--- src/rtl/ctl_reg_pkg.sv ---
package ctl_reg_pkg;
  localparam int DATA_W    = 64;
  localparam int IDX_W     = 6;
  localparam int ASN_W     = 7;
  localparam int ASN_LSB   = DATA_W - ASN_W;
  localparam int N_SCRATCH = 25;

  typedef logic [DATA_W-1:0] word_t;
  typedef logic [IDX_W-1:0]  idx_t;

  localparam idx_t IX_EXC_ADDR  = 6'd25;
  localparam idx_t IX_TRAP_REQ  = 6'd26;
  localparam idx_t IX_TRAP_EN   = 6'd27;
  localparam idx_t IX_IPL       = 6'd28;
  localparam idx_t IX_CUR_MODE  = 6'd29;
  localparam idx_t IX_DATA_MODE = 6'd30;
  localparam idx_t IX_SWINT     = 6'd31;
  localparam idx_t IX_ICTL      = 6'd32;
  localparam idx_t IX_VPTB      = 6'd33;
  localparam idx_t IX_EXC_SUM   = 6'd34;
  localparam idx_t IX_EXC_MASK  = 6'd35;
  localparam idx_t IX_RO_FIRST  = 6'd36;
  localparam idx_t IX_RO_LAST   = 6'd39;
  localparam idx_t IX_WO_FIRST  = 6'd40;
  localparam idx_t IX_INV_ALL   = 6'd43;
  localparam idx_t IX_INV_PROC  = 6'd44;
  localparam idx_t IX_INV_ONE   = 6'd45;
  localparam idx_t IX_CYCLE     = 6'd46;
  localparam idx_t IX_PTE       = 6'd47;
  localparam idx_t IX_ASN       = 6'd48;
  localparam idx_t IX_TAG       = 6'd49;
  localparam idx_t IX_LAST      = IX_TAG;

  localparam word_t M_EXC_ADDR = ~word_t'(64'h2);
  localparam word_t M_TRAP     = 64'hF;
  localparam word_t M_IPL      = 64'h1F;
  localparam word_t M_MODE     = 64'h18;
  localparam word_t M_SWINT    = 64'h7_FFF0;
  localparam word_t M_ICTL     = 64'hFF_FFFF_0300;
  localparam word_t M_VPTB     = 64'hFFFF_FFFF_C000_0000;

  // page-entry field positions (shared by staging and repacked read)
  localparam int PPN_LSB = 32, PPN_W = 27;
  localparam int RE_LSB  = 8,  WE_LSB = 12, EN_W = 4;
  localparam int FOR_BIT = 1,  FOW_BIT = 2, ASM_BIT = 4;
  localparam int GH_LSB  = 5,  GH_W = 2;

  function automatic logic idx_mapped(idx_t i);
    return i <= IX_LAST;
  endfunction

  function automatic logic idx_read_only(idx_t i);
    return (i >= IX_RO_FIRST) && (i <= IX_RO_LAST);
  endfunction

  function automatic logic idx_write_only(idx_t i);
    return (i >= IX_WO_FIRST) && (i <= IX_INV_PROC);
  endfunction

  function automatic word_t pack_entry(word_t pte, logic [ASN_W-1:0] asn);
    word_t r;
    r = '0;
    r[PPN_LSB +: PPN_W] = pte[PPN_LSB +: PPN_W];
    r[RE_LSB +: EN_W]   = pte[RE_LSB +: EN_W];
    r[WE_LSB +: EN_W]   = pte[WE_LSB +: EN_W];
    r[FOR_BIT]          = pte[FOR_BIT];
    r[FOW_BIT]          = pte[FOW_BIT];
    r[ASM_BIT]          = pte[ASM_BIT];
    r[ASN_LSB +: ASN_W] = r[ASN_LSB +: ASN_W] | asn;
    return r;
  endfunction

  function automatic logic gh_nonzero(word_t pte);
    return pte[GH_LSB +: GH_W] != '0;
  endfunction
endpackage

--- src/rtl/ctl_scratch_file.sv ---
module ctl_scratch_file #(
  parameter int N  = 25,
  parameter int DW = 64,
  parameter int IW = 6
) (
  input  logic          clk_i,
  input  logic          rst_ni,
  input  logic          wr_en_i,
  input  logic [IW-1:0] idx_i,
  input  logic [DW-1:0] wdata_i,
  output logic [DW-1:0] rdata_o
);
  logic [DW-1:0] q [N];

  for (genvar g = 0; g < N; g++) begin : g_ent
    always_ff @(posedge clk_i or negedge rst_ni) begin
      if (!rst_ni)                              q[g] <= '0;
      else if (wr_en_i && idx_i == IW'(g))      q[g] <= wdata_i;
    end
  end

  always_comb begin
    rdata_o = '0;
    for (int i = 0; i < N; i++)
      if (idx_i == IW'(i)) rdata_o = q[i];
  end
endmodule

--- src/rtl/ctl_cycle_counter.sv ---
module ctl_cycle_counter #(
  parameter int W = 32
) (
  input  logic         clk_i,
  input  logic         rst_ni,
  output logic [W-1:0] cnt_o
);
  always_ff @(posedge clk_i or negedge rst_ni) begin
    if (!rst_ni) cnt_o <= '0;
    else         cnt_o <= cnt_o + W'(1);
  end
endmodule

--- src/rtl/ctl_tb_request.sv ---
module ctl_tb_request
  import ctl_reg_pkg::*;
(
  input  logic             clk_i,
  input  logic             rst_ni,
  input  logic             fire_i,
  input  idx_t             idx_i,
  input  word_t            wdata_i,
  input  word_t            pte_i,
  input  logic [ASN_W-1:0] asn_i,
  output logic             flush_all_o,
  output logic             flush_proc_o,
  output logic             flush_one_o,
  output logic             insert_o,
  output logic             gh_err_o,
  output word_t            addr_o,
  output logic [ASN_W-1:0] asn_o,
  output word_t            tag_o,
  output word_t            entry_o
);
  always_ff @(posedge clk_i or negedge rst_ni) begin
    if (!rst_ni) begin
      flush_all_o  <= 1'b0;
      flush_proc_o <= 1'b0;
      flush_one_o  <= 1'b0;
      insert_o     <= 1'b0;
      gh_err_o     <= 1'b0;
      addr_o       <= '0;
      asn_o        <= '0;
      tag_o        <= '0;
      entry_o      <= '0;
    end else begin
      flush_all_o  <= 1'b0;
      flush_proc_o <= 1'b0;
      flush_one_o  <= 1'b0;
      insert_o     <= 1'b0;
      gh_err_o     <= 1'b0;
      if (fire_i) begin
        unique case (idx_i)
          IX_INV_ALL:  flush_all_o  <= 1'b1;
          IX_INV_PROC: flush_proc_o <= 1'b1;
          IX_INV_ONE: begin
            flush_one_o <= 1'b1;
            addr_o      <= wdata_i;
            asn_o       <= asn_i;
          end
          IX_TAG: begin
            if (gh_nonzero(pte_i)) gh_err_o <= 1'b1;
            else begin
              insert_o <= 1'b1;
              tag_o    <= wdata_i;
              entry_o  <= pack_entry(pte_i, asn_i);
            end
          end
          default: ;
        endcase
      end
    end
  end
endmodule

--- src/rtl/ctl_reg_bank.sv ---
module ctl_reg_bank
  import ctl_reg_pkg::*;
#(
  parameter int CNT_W = 32
) (
  input  logic        clk_i,
  input  logic        rst_ni,
  input  logic        req_valid_i,
  input  logic        req_we_i,
  input  logic [5:0]  req_idx_i,
  input  logic [63:0] req_wdata_i,
  output logic        rsp_valid_o,
  output logic [63:0] rsp_rdata_o,
  output logic        rsp_fault_o,
  output logic        rsp_err_o,
  output logic        tb_flush_all_o,
  output logic        tb_flush_proc_o,
  output logic        tb_flush_one_o,
  output logic        tb_insert_o,
  output logic [63:0] tb_addr_o,
  output logic [6:0]  tb_asn_o,
  output logic [63:0] tb_tag_o,
  output logic [63:0] tb_entry_o
);
  localparam int HI_W = DATA_W - CNT_W;

  logic rd_fault, wr_fault, wr_ok, scr_sel;
  word_t scr_rdata, rd_word;
  logic [CNT_W-1:0] cnt;

  word_t exc_addr_q, swint_q, ictl_q, vptb_q, inv_one_q, pte_q, tag_q;
  logic [3:0] trap_req_q, trap_en_q;
  logic [4:0] ipl_q, cur_mode_q, data_mode_q;
  logic [HI_W-1:0]  cc_hi_q;
  logic [ASN_W-1:0] asn_q;

  assign rd_fault = !idx_mapped(req_idx_i) || idx_write_only(req_idx_i);
  assign wr_fault = !idx_mapped(req_idx_i) || idx_read_only(req_idx_i);
  assign wr_ok    = req_valid_i && req_we_i && !wr_fault;
  assign scr_sel  = req_idx_i < idx_t'(N_SCRATCH);

  ctl_scratch_file #(.N(N_SCRATCH), .DW(DATA_W), .IW(IDX_W)) u_scratch (
    .clk_i   (clk_i),
    .rst_ni  (rst_ni),
    .wr_en_i (wr_ok && scr_sel),
    .idx_i   (req_idx_i),
    .wdata_i (req_wdata_i),
    .rdata_o (scr_rdata)
  );

  ctl_cycle_counter #(.W(CNT_W)) u_cnt (
    .clk_i  (clk_i),
    .rst_ni (rst_ni),
    .cnt_o  (cnt)
  );

  ctl_tb_request u_tbreq (
    .clk_i        (clk_i),
    .rst_ni       (rst_ni),
    .fire_i       (wr_ok),
    .idx_i        (req_idx_i),
    .wdata_i      (req_wdata_i),
    .pte_i        (pte_q),
    .asn_i        (asn_q),
    .flush_all_o  (tb_flush_all_o),
    .flush_proc_o (tb_flush_proc_o),
    .flush_one_o  (tb_flush_one_o),
    .insert_o     (tb_insert_o),
    .gh_err_o     (rsp_err_o),
    .addr_o       (tb_addr_o),
    .asn_o        (tb_asn_o),
    .tag_o        (tb_tag_o),
    .entry_o      (tb_entry_o)
  );

  // per-register write rules
  always_ff @(posedge clk_i or negedge rst_ni) begin
    if (!rst_ni) begin
      exc_addr_q  <= '0;
      trap_req_q  <= '0;
      trap_en_q   <= '0;
      ipl_q       <= '0;
      cur_mode_q  <= '0;
      data_mode_q <= '0;
      swint_q     <= '0;
      ictl_q      <= '0;
      vptb_q      <= '0;
      inv_one_q   <= '0;
      pte_q       <= '0;
      tag_q       <= '0;
      cc_hi_q     <= '0;
      asn_q       <= '0;
    end else if (wr_ok && !scr_sel) begin
      unique case (req_idx_i)
        IX_EXC_ADDR:  exc_addr_q  <= req_wdata_i & M_EXC_ADDR;
        IX_TRAP_REQ:  trap_req_q  <= req_wdata_i[3:0];
        IX_TRAP_EN:   trap_en_q   <= req_wdata_i[3:0];
        IX_IPL:       ipl_q       <= req_wdata_i[4:0] & M_IPL[4:0];
        IX_CUR_MODE:  cur_mode_q  <= req_wdata_i[4:0] & M_MODE[4:0];
        IX_DATA_MODE: data_mode_q <= req_wdata_i[4:0] & M_MODE[4:0];
        IX_SWINT:     swint_q     <= req_wdata_i & M_SWINT;
        IX_ICTL:      ictl_q      <= req_wdata_i & M_ICTL;
        IX_VPTB:      vptb_q      <= req_wdata_i & M_VPTB;
        IX_INV_ONE:   inv_one_q   <= req_wdata_i;
        IX_CYCLE:     cc_hi_q     <= req_wdata_i[DATA_W-1 -: HI_W];
        IX_PTE:       pte_q       <= req_wdata_i;
        IX_ASN:       asn_q       <= req_wdata_i[ASN_LSB +: ASN_W];
        IX_TAG:       tag_q       <= req_wdata_i;
        default: ;  // clear-on-write and write-only controls keep no state
      endcase
    end
  end

  always_comb begin
    rd_word = '0;
    if (scr_sel) rd_word = scr_rdata;
    else begin
      unique case (req_idx_i)
        IX_EXC_ADDR:  rd_word = exc_addr_q;
        IX_TRAP_REQ:  rd_word = {60'b0, trap_req_q & M_TRAP[3:0]};
        IX_TRAP_EN:   rd_word = {60'b0, trap_en_q & M_TRAP[3:0]};
        IX_IPL:       rd_word = {59'b0, ipl_q};
        IX_CUR_MODE:  rd_word = {59'b0, cur_mode_q};
        IX_DATA_MODE: rd_word = {59'b0, data_mode_q};
        IX_SWINT:     rd_word = swint_q;
        IX_ICTL:      rd_word = ictl_q;
        IX_VPTB:      rd_word = vptb_q;
        IX_INV_ONE:   rd_word = inv_one_q;
        IX_CYCLE:     rd_word = {cc_hi_q, cnt};
        IX_PTE:       rd_word = pack_entry(pte_q, asn_q);
        IX_ASN:       rd_word = {asn_q, {ASN_LSB{1'b0}}};
        IX_TAG:       rd_word = tag_q;
        default:      rd_word = '0;
      endcase
    end
  end

  always_ff @(posedge clk_i or negedge rst_ni) begin
    if (!rst_ni) begin
      rsp_valid_o <= 1'b0;
      rsp_fault_o <= 1'b0;
      rsp_rdata_o <= '0;
    end else begin
      rsp_valid_o <= req_valid_i;
      rsp_fault_o <= req_valid_i && (req_we_i ? wr_fault : rd_fault);
      rsp_rdata_o <= (req_valid_i && !req_we_i && !rd_fault) ? rd_word : '0;
    end
  end
endmodule

--- config.mk ---
export PLATFORM = sky130hd
export DESIGN_NAME = ctl_reg_bank
export DESIGN_NICKNAME = d
export VERILOG_FILES = /design/src/rtl/ctl_reg_pkg.sv /design/src/rtl/ctl_scratch_file.sv /design/src/rtl/ctl_cycle_counter.sv /design/src/rtl/ctl_tb_request.sv /design/src/rtl/ctl_reg_bank.sv
export SDC_FILE = /design/constraint.sdc
export NUM_CORES = 2
export LEC_CHECK = 0
export CAP_MARGIN = 20
export CELL_PAD_IN_SITES_DETAIL_PLACEMENT = 1
export CELL_PAD_IN_SITES_GLOBAL_PLACEMENT = 1
export CORE_AREA = 2 2 464 466
export CTS_BUF_LIST = sky130_fd_sc_hd__clkbuf_8
export CTS_CLUSTER_DIAMETER = 60
export DETAILED_ROUTE_END_ITERATION = 8
export DIE_AREA = 0 0 466 468
export PLACE_DENSITY_LB_ADDON = 0.3
export SYNTH_ARGS = -nofsm -noshare
export SYNTH_HDL_FRONTEND = slang
export SYNTH_SLANG_ARGS = --single-unit
--- constraint.sdc ---
create_clock -name clk_i -period 3.15 [get_ports clk_i]
set_input_delay 0.7875 -clock clk_i [delete_from_list [all_inputs] [get_ports clk_i]]
set_output_delay 0.7875 -clock clk_i [all_outputs]
set_load 0.01 [all_outputs]
==> results_dict.tcl <==
set metrics [dict create \
    worst-setup-path-type "input pin to register" \
    route.vias.total 77370 \
    fp-row-count 170 \
    fmax_mhz 321 \
    synth_top_area_cell "dfrtp_1" \
    required_ns 4.07 \
    cap_violations 0 \
    totalWireLength_um 414000 \
    die_x_um 466 \
    antenna_left 0 \
    initial_core_util_pct 46.7 \
    firstDrtPassIters 8 \
    status "completed" \
    yosysSeqAreaShare_pct 56.3 \
    ys_dominant_reg_cell "dfrtp_1" \
    start_kind "input pin" \
    rsz0062_at_grt "no" \
    grt_pass1_vias 83575 \
    drt-vias-per-instance 6.46 \
    core-area_um2 213000 \
    grt_pass1_wl_um 598000 \
    crit_start "req_idx_i[2]" \
    tightestPinTransition_ns 1.12 \
    placement.setup.worst_slack_ns -1.16 \
    hold_violations 0 \
    final_cells 11969 \
    r2r_start "u_scratch.q[376]" \
    grtUsageMet1_pct 48.0 \
    cp-end-kind "register" \
    clk_path_buf_depth 4 \
    powerDensity_nw_per_um2 508 \
    ctsRootBufferMaster "clkbuf_8" \
    finalWorstSetupSlack_ns 0.0335 \
    overflow 0 \
    synth_top_area_share_pct 56.3 \
    cts.clk_slew.worst_paths_ns 0.06 \
    insertion_delay_ns 1.14 \
    grt_use_total_pct 37.7 \
    grt.busiest_layer "met2" \
    ys_types 91 \
    synth_warnings 0 \
    die_area_um2 218000 \
    synth-edff-count 0 \
    grt_max_degree 117 \
    nets 8904 \
    synth-seq-cells 2243 \
    path_max_fanout 17 \
    cp_data_arrival_time_ns 4.03 \
    drt-wirelength-per-cell_um 34.6 \
    top_level_ports 344 \
    period_minus_slack_ns 3.12 \
    drc 0 \
    antenna_found_initial 20 \
    use_met3_pct 7.62 \
    mostFrequentLayoutCells "2243 x dfrtp_1, 1893 x mux2_2, 867 x buf_4" \
    portBuffers 322 \
    fin_crit_sh_pct 98.9 \
    async_reset_ff_share_pct 100 \
    drt_iter0_markers 8266 \
    gp_congestion 0.956 \
    area_growth_syn_to_layout_pct 23.6 \
    dieHeight_um 468 \
    drive_gt1_share_pct 41.2 \
    clock-sinks 2243 \
    finClkSkew_ns 0.0917 \
    fin_area_um2 123000 \
    cts_tree "yes" \
    peakVddDrop_v 0.000480 \
    place_inst 11274 \
    leakagePower_nw 60.4 \
    place_area_um2 115000 \
    netlist_instances 7684 \
    htreeDepth 5 \
    setup_viol 0 \
    slew_viol_final 0 \
    avgSynthCellArea_um2 13.0 \
    met2_usage_pct 58.3 \
    synth.area.top_cells "dfrtp_1 56%, mux2_2 21%, a22oi_1 2.7%" \
    dp_hpwl_um 289000 \
    slew_headroom_pct 23.7 \
    syn_area_um2 99700 \
    numCtsBuffers 390 \
    final_common_cell "dfrtp_1" \
    hold_path.class "input pin to asynchronous set/reset pin" \
]
-- where the power goes --
group          leakage (nW)  switching [mW]  internal (mW)
Sequential             31.0           0.698           29.9
Combinational          24.8            3.07           1.97
Clock                  4.51            12.5           14.5
-- layer usage --
metal | vias up | share of wire [%]
met1 | 41277 | 38
li1 | 30472 | -
met2 | 4233 | 46
met4 | 24 | 7.7
met5 | - | 0.045
met3 | 1364 | 8.3
-- cells by family after synthesis --
logic type	Yosys count	share of synthesized area, %
AOI/OAI and AO/OA	1395	9.82
xor gates and xnor gates	30	0.264
adders and majority gates	1	0.0125
buffers and inverters	769	3.88
DFF	2243	56.3
muxes	2127	24.4
other	1	0.00376
and+or+nand+nor	1118	5.37
-- through the flow --
step                      utilization, %  power [mW]  hold slack [ns]  setup TNS, ns
after global routing                57.8        64.4            0.317              0
after floorplan                        -        32.8            0.437              0
after global placement              54.1        35.8            0.462        -951.14
final                               57.8        62.6            0.314              0
after CTS                           57.8        62.7            0.281              0
after detailed placement            54.1        36.0            0.462       -1089.81
-- path summary, 6_finish.rpt --
check	endpoint	slack, ns	depth (start not counted)
hold / removal	u_tbreq.asn_o[3]	0.31	2
setup / recovery	rsp_rdata_o[34]	0.03	13
max in group asynchronous	u_scratch.q[1192]	1.54	4
hold reg to reg	u_tbreq.addr_o[31]	0.47	2
min in group clk_i	u_tbreq.addr_o[31]	0.47	2
setup reg to reg	rsp_rdata_o[56]	0.58	8
-- registers in the layout, summed over array words and instances, names as in the netlist, 43 cells and up --
| register | count |
|---|---|
| tag_q | 64 |
| u_tbreq.addr_o | 64 |
| u_tbreq.entry_o | 43 |
| exc_addr_q | 63 |
| u_scratch.q | 1600 |
| inv_one_q | 64 |
| u_tbreq.tag_o | 64 |
| rsp_rdata_o | 64 |
-- repair_timing --
item                                    in CTS  in global routing
resized for setup                            0                  2
endpoints found under the setup margin       0                  2
hold buffers                                 1                  0
endpoints found under the hold margin       37                  0
setup buffers                                0                  0
-- synth_stat cells, types with 9 or more instances --
library cell,instances
a2111oi_0,27
a211o_1,9
a211oi_1,46
a21o_1,15
a21oi_1,252
a221o_1,23
a221oi_1,93
a222oi_1,21
a22o_1,19
a22oi_1,357
a31o_2,12
a31oi_1,40
and2_1,13
and3_1,67
buf_1,30
buf_2,241
buf_4,172
clkbuf_1,307
dfrtp_1,2243
inv_1,14
mux2_1,135
mux2_2,1893
mux2i_1,62
mux4_2,37
nand2_1,538
nand2b_1,10
nand3_1,110
nand4_1,33
nor2_1,170
nor2_4,25
nor2b_1,15
nor3_1,61
nor4_1,9
o2111ai_1,12
o211ai_1,39
o21a_1,11
o21ai_0,189
o221ai_1,63
o22ai_1,64
o2bb2ai_1,16
o31ai_1,12
or3_1,11
xnor2_1,21
xor2_1,9
-- worst max-delay path: stages --
cell	delay, ns
clkdlybuf4s50_1	0.48
buf_4	0.20
buf_4	0.26
nor4b_1	0.11
buf_4	0.15
buf_4	0.15
and3_1	0.19
a2111oi_0	0.94
buf_4	0.25
a31oi_1	0.07
buf_4	0.19
o211ai_1	0.13
nor2_1	0.13
-- area by class of cell --
cell class	instances	area, um2
clock inverter	190	976
clock buffer	491	6760
sequential	2243	56100
multi-input combinational	4692	40100
fill	20936	90100
inverter	15	57.6
timing repair buffer	1487	15700
antenna	13	32.5
tap	2838	3550
(Power assumes the default switching activity.)
